### config.mk
export PLATFORM = sky130hd
export DESIGN_NAME = symbol_entropy_qualifier
export DESIGN_NICKNAME = d
export VERILOG_FILES = /design/src/rtl/symq_pkg.sv /design/src/rtl/symq_ctrl.sv /design/src/rtl/symq_datapath.sv /design/src/rtl/symbol_entropy_qualifier.sv
export SDC_FILE = /design/constraint.sdc
export NUM_CORES = 1
export LEC_CHECK = 0
export BUFFER_PORTS_ARGS = -buffer_cell sky130_fd_sc_hd__buf_2
export CORE_ASPECT_RATIO = 1.5
export CORE_MARGIN = 3
export CORE_UTILIZATION = 50
export CTS_BUF_LIST = sky130_fd_sc_hd__clkbuf_4 sky130_fd_sc_hd__clkbuf_8
export DETAILED_ROUTE_END_ITERATION = 8
export PLACE_DENSITY = 0.78
export SLEW_MARGIN = 20
export SYNTH_ARGS = -nofsm -noshare
export SYNTH_HDL_FRONTEND = slang
export SYNTH_SLANG_ARGS = --single-unit
### constraint.sdc
create_clock -name clk -period 2.4 [get_ports clk]
set_input_delay 0.24 -clock clk [delete_from_list [all_inputs] [get_ports clk]]
set_output_delay 0.24 -clock clk [all_outputs]
set_load 0.01 [all_outputs]
### src/rtl/symq_pkg.sv
package symq_pkg;

  // strobes from the sequencer to the counting datapath
  typedef struct packed {
    logic clearAll;  // new run: wipe counts, capture identifier
    logic shiftEn;   // one sample bit accepted
    logic binInc;    // accepted bit closes a full symbol
    logic judge;     // all samples in: form the verdict
  } symqCtrl_t;

endpackage

### src/rtl/symq_ctrl.sv
module symq_ctrl
  import symq_pkg::*;
#(
  parameter int SAMPLE_LEN = 1000,
  parameter int SYM_W      = 3
) (
  input  logic      clk,
  input  logic      rstN,
  input  logic      startPulse,
  input  logic      bitValid,
  output symqCtrl_t ctrl
);

  localparam int CNT_W = $clog2(SAMPLE_LEN + 1);
  localparam int PH_W  = $clog2(SYM_W);

  typedef enum logic [1:0] {S_IDLE, S_COLLECT, S_JUDGE} seqState_t;

  seqState_t        state;
  logic [CNT_W-1:0] bitCnt;
  logic [PH_W-1:0]  phase;
  logic             accept;
  logic             lastBit;
  logic             symEnd;

  assign accept  = (state == S_COLLECT) && bitValid && !startPulse;
  assign symEnd  = (phase == PH_W'(SYM_W - 1));
  assign lastBit = accept && (bitCnt == CNT_W'(SAMPLE_LEN - 1));

  always_comb begin
    ctrl          = '0;
    ctrl.clearAll = startPulse;
    ctrl.shiftEn  = accept;
    ctrl.binInc   = accept && symEnd;
    ctrl.judge    = (state == S_JUDGE) && !startPulse;
  end

  always_ff @(posedge clk or negedge rstN) begin
    if (!rstN) begin
      state  <= S_IDLE;
      bitCnt <= '0;
      phase  <= '0;
    end else if (startPulse) begin
      state  <= S_COLLECT;
      bitCnt <= '0;
      phase  <= '0;
    end else begin
      case (state)
        S_COLLECT: begin
          if (accept) begin
            bitCnt <= bitCnt + 1'b1;
            phase  <= symEnd ? '0 : phase + 1'b1;
            if (lastBit) state <= S_JUDGE;
          end
        end
        S_JUDGE: state <= S_IDLE;
        default: state <= S_IDLE;
      endcase
    end
  end

endmodule

### src/rtl/symq_datapath.sv
module symq_datapath
  import symq_pkg::*;
#(
  parameter int SYM_W = 3,
  parameter int BIN_W = 9,
  parameter int LO    = 38,
  parameter int HI    = 45,
  parameter int ID_W  = 16
) (
  input  logic            clk,
  input  logic            rstN,
  input  symqCtrl_t       ctrl,
  input  logic            bitIn,
  input  logic [ID_W-1:0] cellIdIn,
  output logic            verdictValid,
  output logic            verdictPass,
  output logic [ID_W-1:0] verdictCellId
);

  localparam int NUM_BINS = 1 << SYM_W;

  logic [SYM_W-2:0] shiftReg;
  logic [SYM_W-1:0] symbolNow;
  logic [NUM_BINS-1:0] inBand;

  // earlier bits occupy the higher positions
  assign symbolNow = {shiftReg, bitIn};

  always_ff @(posedge clk or negedge rstN) begin
    if (!rstN)              shiftReg <= '0;
    else if (ctrl.clearAll) shiftReg <= '0;
    else if (ctrl.shiftEn)  shiftReg <= symbolNow[SYM_W-2:0];
  end

  for (genvar g = 0; g < NUM_BINS; g++) begin : gBin
    logic [BIN_W-1:0] binCount;
    always_ff @(posedge clk or negedge rstN) begin
      if (!rstN)                binCount <= '0;
      else if (ctrl.clearAll)   binCount <= '0;
      else if (ctrl.binInc && (symbolNow == SYM_W'(g)))
                                binCount <= binCount + 1'b1;
    end
    assign inBand[g] = (binCount >= BIN_W'(LO)) && (binCount <= BIN_W'(HI));
  end

  always_ff @(posedge clk or negedge rstN) begin
    if (!rstN) begin
      verdictValid  <= 1'b0;
      verdictPass   <= 1'b0;
      verdictCellId <= '0;
    end else if (ctrl.clearAll) begin
      verdictValid  <= 1'b0;
      verdictPass   <= 1'b0;
      verdictCellId <= cellIdIn;
    end else if (ctrl.judge) begin
      verdictValid  <= 1'b1;
      verdictPass   <= &inBand;
    end
  end

endmodule

### src/rtl/symbol_entropy_qualifier.sv
module symbol_entropy_qualifier
  import symq_pkg::*;
#(
  parameter int SAMPLE_LEN = 1000,
  parameter int SYM_W      = 3,
  parameter int TOL_PCT    = 10,
  parameter int ID_W       = 16
) (
  input  logic            clk,
  input  logic            rstN,
  input  logic            startPulse,
  input  logic [ID_W-1:0] cellIdIn,
  input  logic            bitValid,
  input  logic            bitIn,
  output logic            verdictValid,
  output logic            verdictPass,
  output logic [ID_W-1:0] verdictCellId
);

  localparam int NUM_SYM  = SAMPLE_LEN / SYM_W;
  localparam int NUM_BINS = 1 << SYM_W;
  localparam int BIN_W    = $clog2(NUM_SYM + 1);
  localparam int DEN      = 100 * NUM_BINS;
  localparam int LO       = (NUM_SYM * (100 - TOL_PCT) + DEN - 1) / DEN;
  localparam int HI       = (NUM_SYM * (100 + TOL_PCT)) / DEN;

  symqCtrl_t ctrl;

  symq_ctrl #(
    .SAMPLE_LEN(SAMPLE_LEN),
    .SYM_W     (SYM_W)
  ) uCtrl (
    .clk       (clk),
    .rstN      (rstN),
    .startPulse(startPulse),
    .bitValid  (bitValid),
    .ctrl      (ctrl)
  );

  symq_datapath #(
    .SYM_W(SYM_W),
    .BIN_W(BIN_W),
    .LO   (LO),
    .HI   (HI),
    .ID_W (ID_W)
  ) uPath (
    .clk          (clk),
    .rstN         (rstN),
    .ctrl         (ctrl),
    .bitIn        (bitIn),
    .cellIdIn     (cellIdIn),
    .verdictValid (verdictValid),
    .verdictPass  (verdictPass),
    .verdictCellId(verdictCellId)
  );

endmodule

# Word level (Yosys, flattened, before mapping)
# Cells that the tools add are included.
# op_classes
addsub,10
mul,0
div_mod_pow,0
order_cmp,16
eq_ne,13
n_shift,0
mux,33
n_bitwise,0
n_reduce_logical,37
# ops
operator,n
9-bit 2-to-1 mux,16
9-bit by 1-bit adder with 9-bit output (second input constant),8
9-bit by 6-bit greater-or-equal comparator with 1-bit output (second input constant),8
9-bit by 6-bit less-or-equal comparator with 1-bit output (second input constant),8
10-bit 2-to-1 mux,3
2-bit nonzero test,11
1-bit logical AND,21
2-bit 2-to-1 mux,10
3-bit equality test (second input constant),4
10-bit by 1-bit adder with 10-bit output (second input constant),1
10-bit equality test (second input constant),1
8-bit AND reduction,1
3-bit by 2-bit equality test with 1-bit output (second input constant),2
3-bit by 2-bit inequality test with 1-bit output (second input constant),2
2-bit equality test (second input constant),2
1-bit 2-to-1 mux,4
2-bit AND reduction,2
3-bit by 1-bit equality test with 1-bit output (second input constant),1
3-bit logical NOT,1
2-bit by 1-bit adder with 2-bit output (second input constant),1
2-bit by 1-bit equality test with 1-bit output (second input constant),1
1-bit logical NOT,1
# word_totals
reg_bits,106
latch_bits,0
ram_bits,0
mem_bits_ro,0
input_bits,21
output_inout_bits,18
word_cells,124
mem_count,0

# Depth between registers and ports, before layout
# logic_depth
word_depth,8
depth_mapped,8
mapped_depth_nobuf,7

# By module
# Synthesis repeated with hierarchy kept, for this count alone.
# hier_totals
cells_unflattened,530
hier_area_um2,5517.8
# by_module_without_submodules
module,instances,cells_each,area_each_um2,seq_area_each_um2
symq_datapath,1,455,4768.3,2302.2
symq_ctrl,1,75,749.5,350.3

# Worst setup path before layout
# Ideal clock, no wire load.
# synth_path
kind,register -> register
from,register uCtrl.phase[0]
to,register uPath.gBin[5].binCount[8]
setup_ns,0.078
arrival_time_ns,1.912
setup_slack_ns,0.410
path_stages_with_launch,7
period_less_slack_ns,1.990
cell_sequence,dfrtp_1 -> or3b_1 -> buf_6 -> nor4_4 -> nand3_2 -> or3_1 -> a21oi_1
# synth_between
elab_chain_cells,4
# synth_lines
item,line,text
start: declaration,symq_ctrl.sv:21,logic [PH_W-1:0] phase;
start signal: assignment,symq_ctrl.sv:52,phase <= symEnd ? '0 : phase + 1'b1;
2-bit equality test,symq_ctrl.sv:27,assign symEnd = (phase == PH_W'(SYM_W - 1));
1-bit logical AND,symq_ctrl.sv:34,ctrl.binInc = accept && symEnd;
1-bit logical AND,symq_datapath.sv:40,else if (ctrl.binInc && (symbolNow == SYM_W'(g)))
2-bit nonzero test (no line),n/a,
end signal: assignment,symq_datapath.sv:41,binCount <= binCount + 1'b1;
end: declaration,symq_datapath.sv:36,logic [BIN_W-1:0] binCount;
# No other way between the ends.
# A chain may end at the register's enable or synchronous reset.

# Final worst setup path
# layout_path
from,register uCtrl.phase[0]
to,register uPath.gBin[4].binCount[6]
# layout_between
elab_chain_cells,4
# layout_lines
item,line
2-bit equality test,symq_ctrl.sv:27
1-bit logical AND,symq_ctrl.sv:34
1-bit logical AND,symq_datapath.sv:40
2-bit nonzero test (no line),n/a
end signal: assignment,symq_datapath.sv:41
end: declaration,symq_datapath.sv:36
# No other way between the ends.

==> flow_metrics.tcl <==
set metrics [dict create \
    status "finished, final reports clean" \
    vdd_drop_max_v 0.000551 \
    clock.fmax_mhz 484 \
    crit_type "flip-flop to flip-flop" \
    reg2reg_to "uPath.gBin[4].binCount[6]$_DFFE_PN0P_" \
    die_area_um2 12200 \
    cp_max_fo 11 \
    vias_per_cell 5.56 \
    syn_to_final_growth_pct 11.2 \
    initial_utilization_pct 51.3 \
    antenna_found_initial 0 \
    cts_tree "built" \
    ys_types 37 \
    grt_usage_pct 18.8 \
    r2r_slack_ns 0.34 \
    drv_slew 0 \
    relSlewSlack_pct 60.7 \
    powerDensity_nw_per_um2 524 \
    worstPathArrival_ns 2.29 \
    grt_remaining_overflow 0 \
    grt_start_max_net_pins 58 \
    grt_pass1_vias 3975 \
    dp_hpwl_mm 7.70 \
    num_vias 3978 \
    avgRoutedWirePerCell_um 15.2 \
    finalSetupViolations 0 \
    path_clk_slew_ns 0.10 \
    mostFrequentLayoutCells "dfrtp_1 (106), nor2_1 (76), xor2_1 (57)" \
    cts.sinks 106 \
    final_hold_viol_count 0 \
    fin_crit_ns 2.06 \
    cts_resized 0 \
    num-nets-final 613 \
    final_common_cell "dfrtp_1" \
    hp-class "input pin to flip-flop" \
    gp_congestion 0.831 \
    n_antenna_cell 0 \
    io-pin-count 39 \
    ys_ff_latch 106 \
    dpl.cell_count 699 \
    synth-seq-area-share_pct 48.9 \
    worst_pin_slew_ns 0.585 \
    fin_cells 716 \
    drt_wl_total_mm 10.9 \
    grt_pass1_wl_mm 18.7 \
    rsz0062_at_grt "false" \
    skew_ns 0.0139 \
    synth-main-ff-cell "dfrtp_1" \
    start_kind "flip-flop" \
    ant_nets 0 \
    cts_root_buffer "clkbuf_8" \
    insertion_delay_ns 0.37 \
    layout_worst_path_cycle_share_pct 86.0 \
    numPortBuffers 38 \
    htree_levels 3 \
    cap_viol_max_count 0 \
    dieHeight_um 134 \
    die_x_um 91.1 \
    hold_start "cellIdIn[11]" \
    final.setup.tns_ns 0 \
    drcViolationCount 0 \
    r2r-start "uCtrl.phase[0]$_DFFE_PN0P_" \
    rows 46 \
    p_leak_nw 2.66 \
    ys_async_sr_fraction_pct 100 \
    ys_warn_count 0 \
    dr.pass1.iters 5 \
    required_ns 2.63 \
    whs_endpoint "uPath.verdictCellId[11]$_DFFE_PN0P_" \
    core_area_um2 10600 \
    synth_area_um2 5430 \
    synth-edff-count 0 \
    power_mw 3.16 \
    drive_gt1_share_pct 16.4 \
    rr_worst_depth 6 \
    critPathCaptureType "flip-flop" \
    clockBufferDepth 2 \
    postSynthCellCount 523 \
    cts_inserted_buffers 9 \
    hold_depth 2 \
    synth_area_per_cell_um2 10.4 \
    syn_nets 569 \
    drt_iter0_drc 227 \
]
## area by class of cell
class,count,area [µm²]
flip-flops and latches,106,2650
well taps,144,180
multi-input cells,378,2610
repair buffers,52,315
clock inverters,4,51.3
fillers,920,4550
inverters,20,75.1
clock buffers,12,153
## sequential cells by signal, summed over array words and instances, names as in the netlist
name / cells
uPath.verdictCellId: 16
uPath.verdictPass: 1
uPath.verdictValid: 1
uCtrl.bitCnt: 10
uCtrl.phase: 2
uPath.shiftReg: 2
uCtrl.state: 2
uPath.gBin.binCount: 72
## critical path: stages (launching register included)
cell and delay (ns):
dfrtp_1 0.41, or3b_1 0.55, nor4_1 0.38, buf_4 0.24
nand4_1 0.12, xor2_1 0.17, nor2_1 0.06
## worst max-delay path by stage
stage	from	to	slack (ns)	depth (start not counted)
after detailed placement	startPulse	uPath.gBin[1].binCount[5]$_DFFE_PN0P_	0.33	7
after floorplan	uCtrl.phase[0]$_DFFE_PN0P_	uPath.gBin[5].binCount[8]$_DFFE_PN0P_	0.41	6
final	uCtrl.phase[0]$_DFFE_PN0P_	uPath.gBin[4].binCount[6]$_DFFE_PN0P_	0.34	6
after global placement	startPulse	uPath.gBin[1].binCount[8]$_DFFE_PN0P_	0.34	7
after CTS	uCtrl.phase[0]$_DFFE_PN0P_	uPath.gBin[4].binCount[6]$_DFFE_PN0P_	0.33	6
after global routing	uCtrl.phase[0]$_DFFE_PN0P_	uPath.gBin[1].binCount[7]$_DFFE_PN0P_	0.14	6
## Yosys cell counts (8+ instances only)
master | number | area [µm²]
a21oi_1 | 8 | 40.0
and3_1 | 15 | 93.8
clkbuf_1 | 13 | 48.8
dfrtp_1 | 106 | 2650
ha_1 | 25 | 313
inv_1 | 20 | 75.1
mux2_2 | 19 | 214
nand2_1 | 29 | 109
nand2b_1 | 8 | 50.1
nand3_1 | 8 | 40.0
nand4_1 | 43 | 269
nor2_1 | 76 | 285
nor4_1 | 10 | 62.6
o211ai_1 | 8 | 60.1
o21a_1 | 8 | 60.1
o22ai_1 | 8 | 50.1
xnor2_1 | 10 | 87.6
xor2_1 | 57 | 499
## timing repair
action                    in CTS  in global routing
setup buffers                  0                  0
hold buffers                   1                  0
hold endpoints to repair      36                  0
## report_power, final
group	switching, mW	leakage (nW)	total [mW]	internal (mW)
Combinational	0.124	1.12	0.201	0.0761
Clock	0.589	0.103	1.12	0.535
Sequential	0.0200	1.44	1.84	1.82
## layer usage
metal,share of wire (%),vias to the layer above,track usage [%]
met2,53,72,33.4
li1,-,1906,-
met3,2.9,11,3.28
met5,0,-,0
met1,43,1989,22.8
met4,1.6,0,6.63
## kinds of logic (layout without fill, tap and decap cells)
family / after synthesis / in the layout / synth area share [%]
AND/OR/NAND/NOR: 223 / 223 / 22.2
adder cells (fa/ha/maj): 25 / 25 / 5.76
XOR/XNOR: 67 / 67 / 10.8
buffers and inverters: 39 / 88 / 3.04
AO/OA/AOI/OAI: 44 / 44 / 5.42
flip-flops: 106 / 106 / 48.9
multiplexers: 19 / 19 / 3.94
## stage by stage
stage	worst slack [ns]	instance area [µm²]	hold WS, ns	util, %
after floorplan	0.410	5430	-0.0556	-
after global placement	0.338	5820	0.241	55.0
after detailed placement	0.330	5820	0.249	55.0
after CTS	0.328	6040	0.0857	57.0
after global routing	0.141	6040	0.0801	57.0
final	0.336	6040	0.0966	57.0
Power figures use the tool's default switching activity.
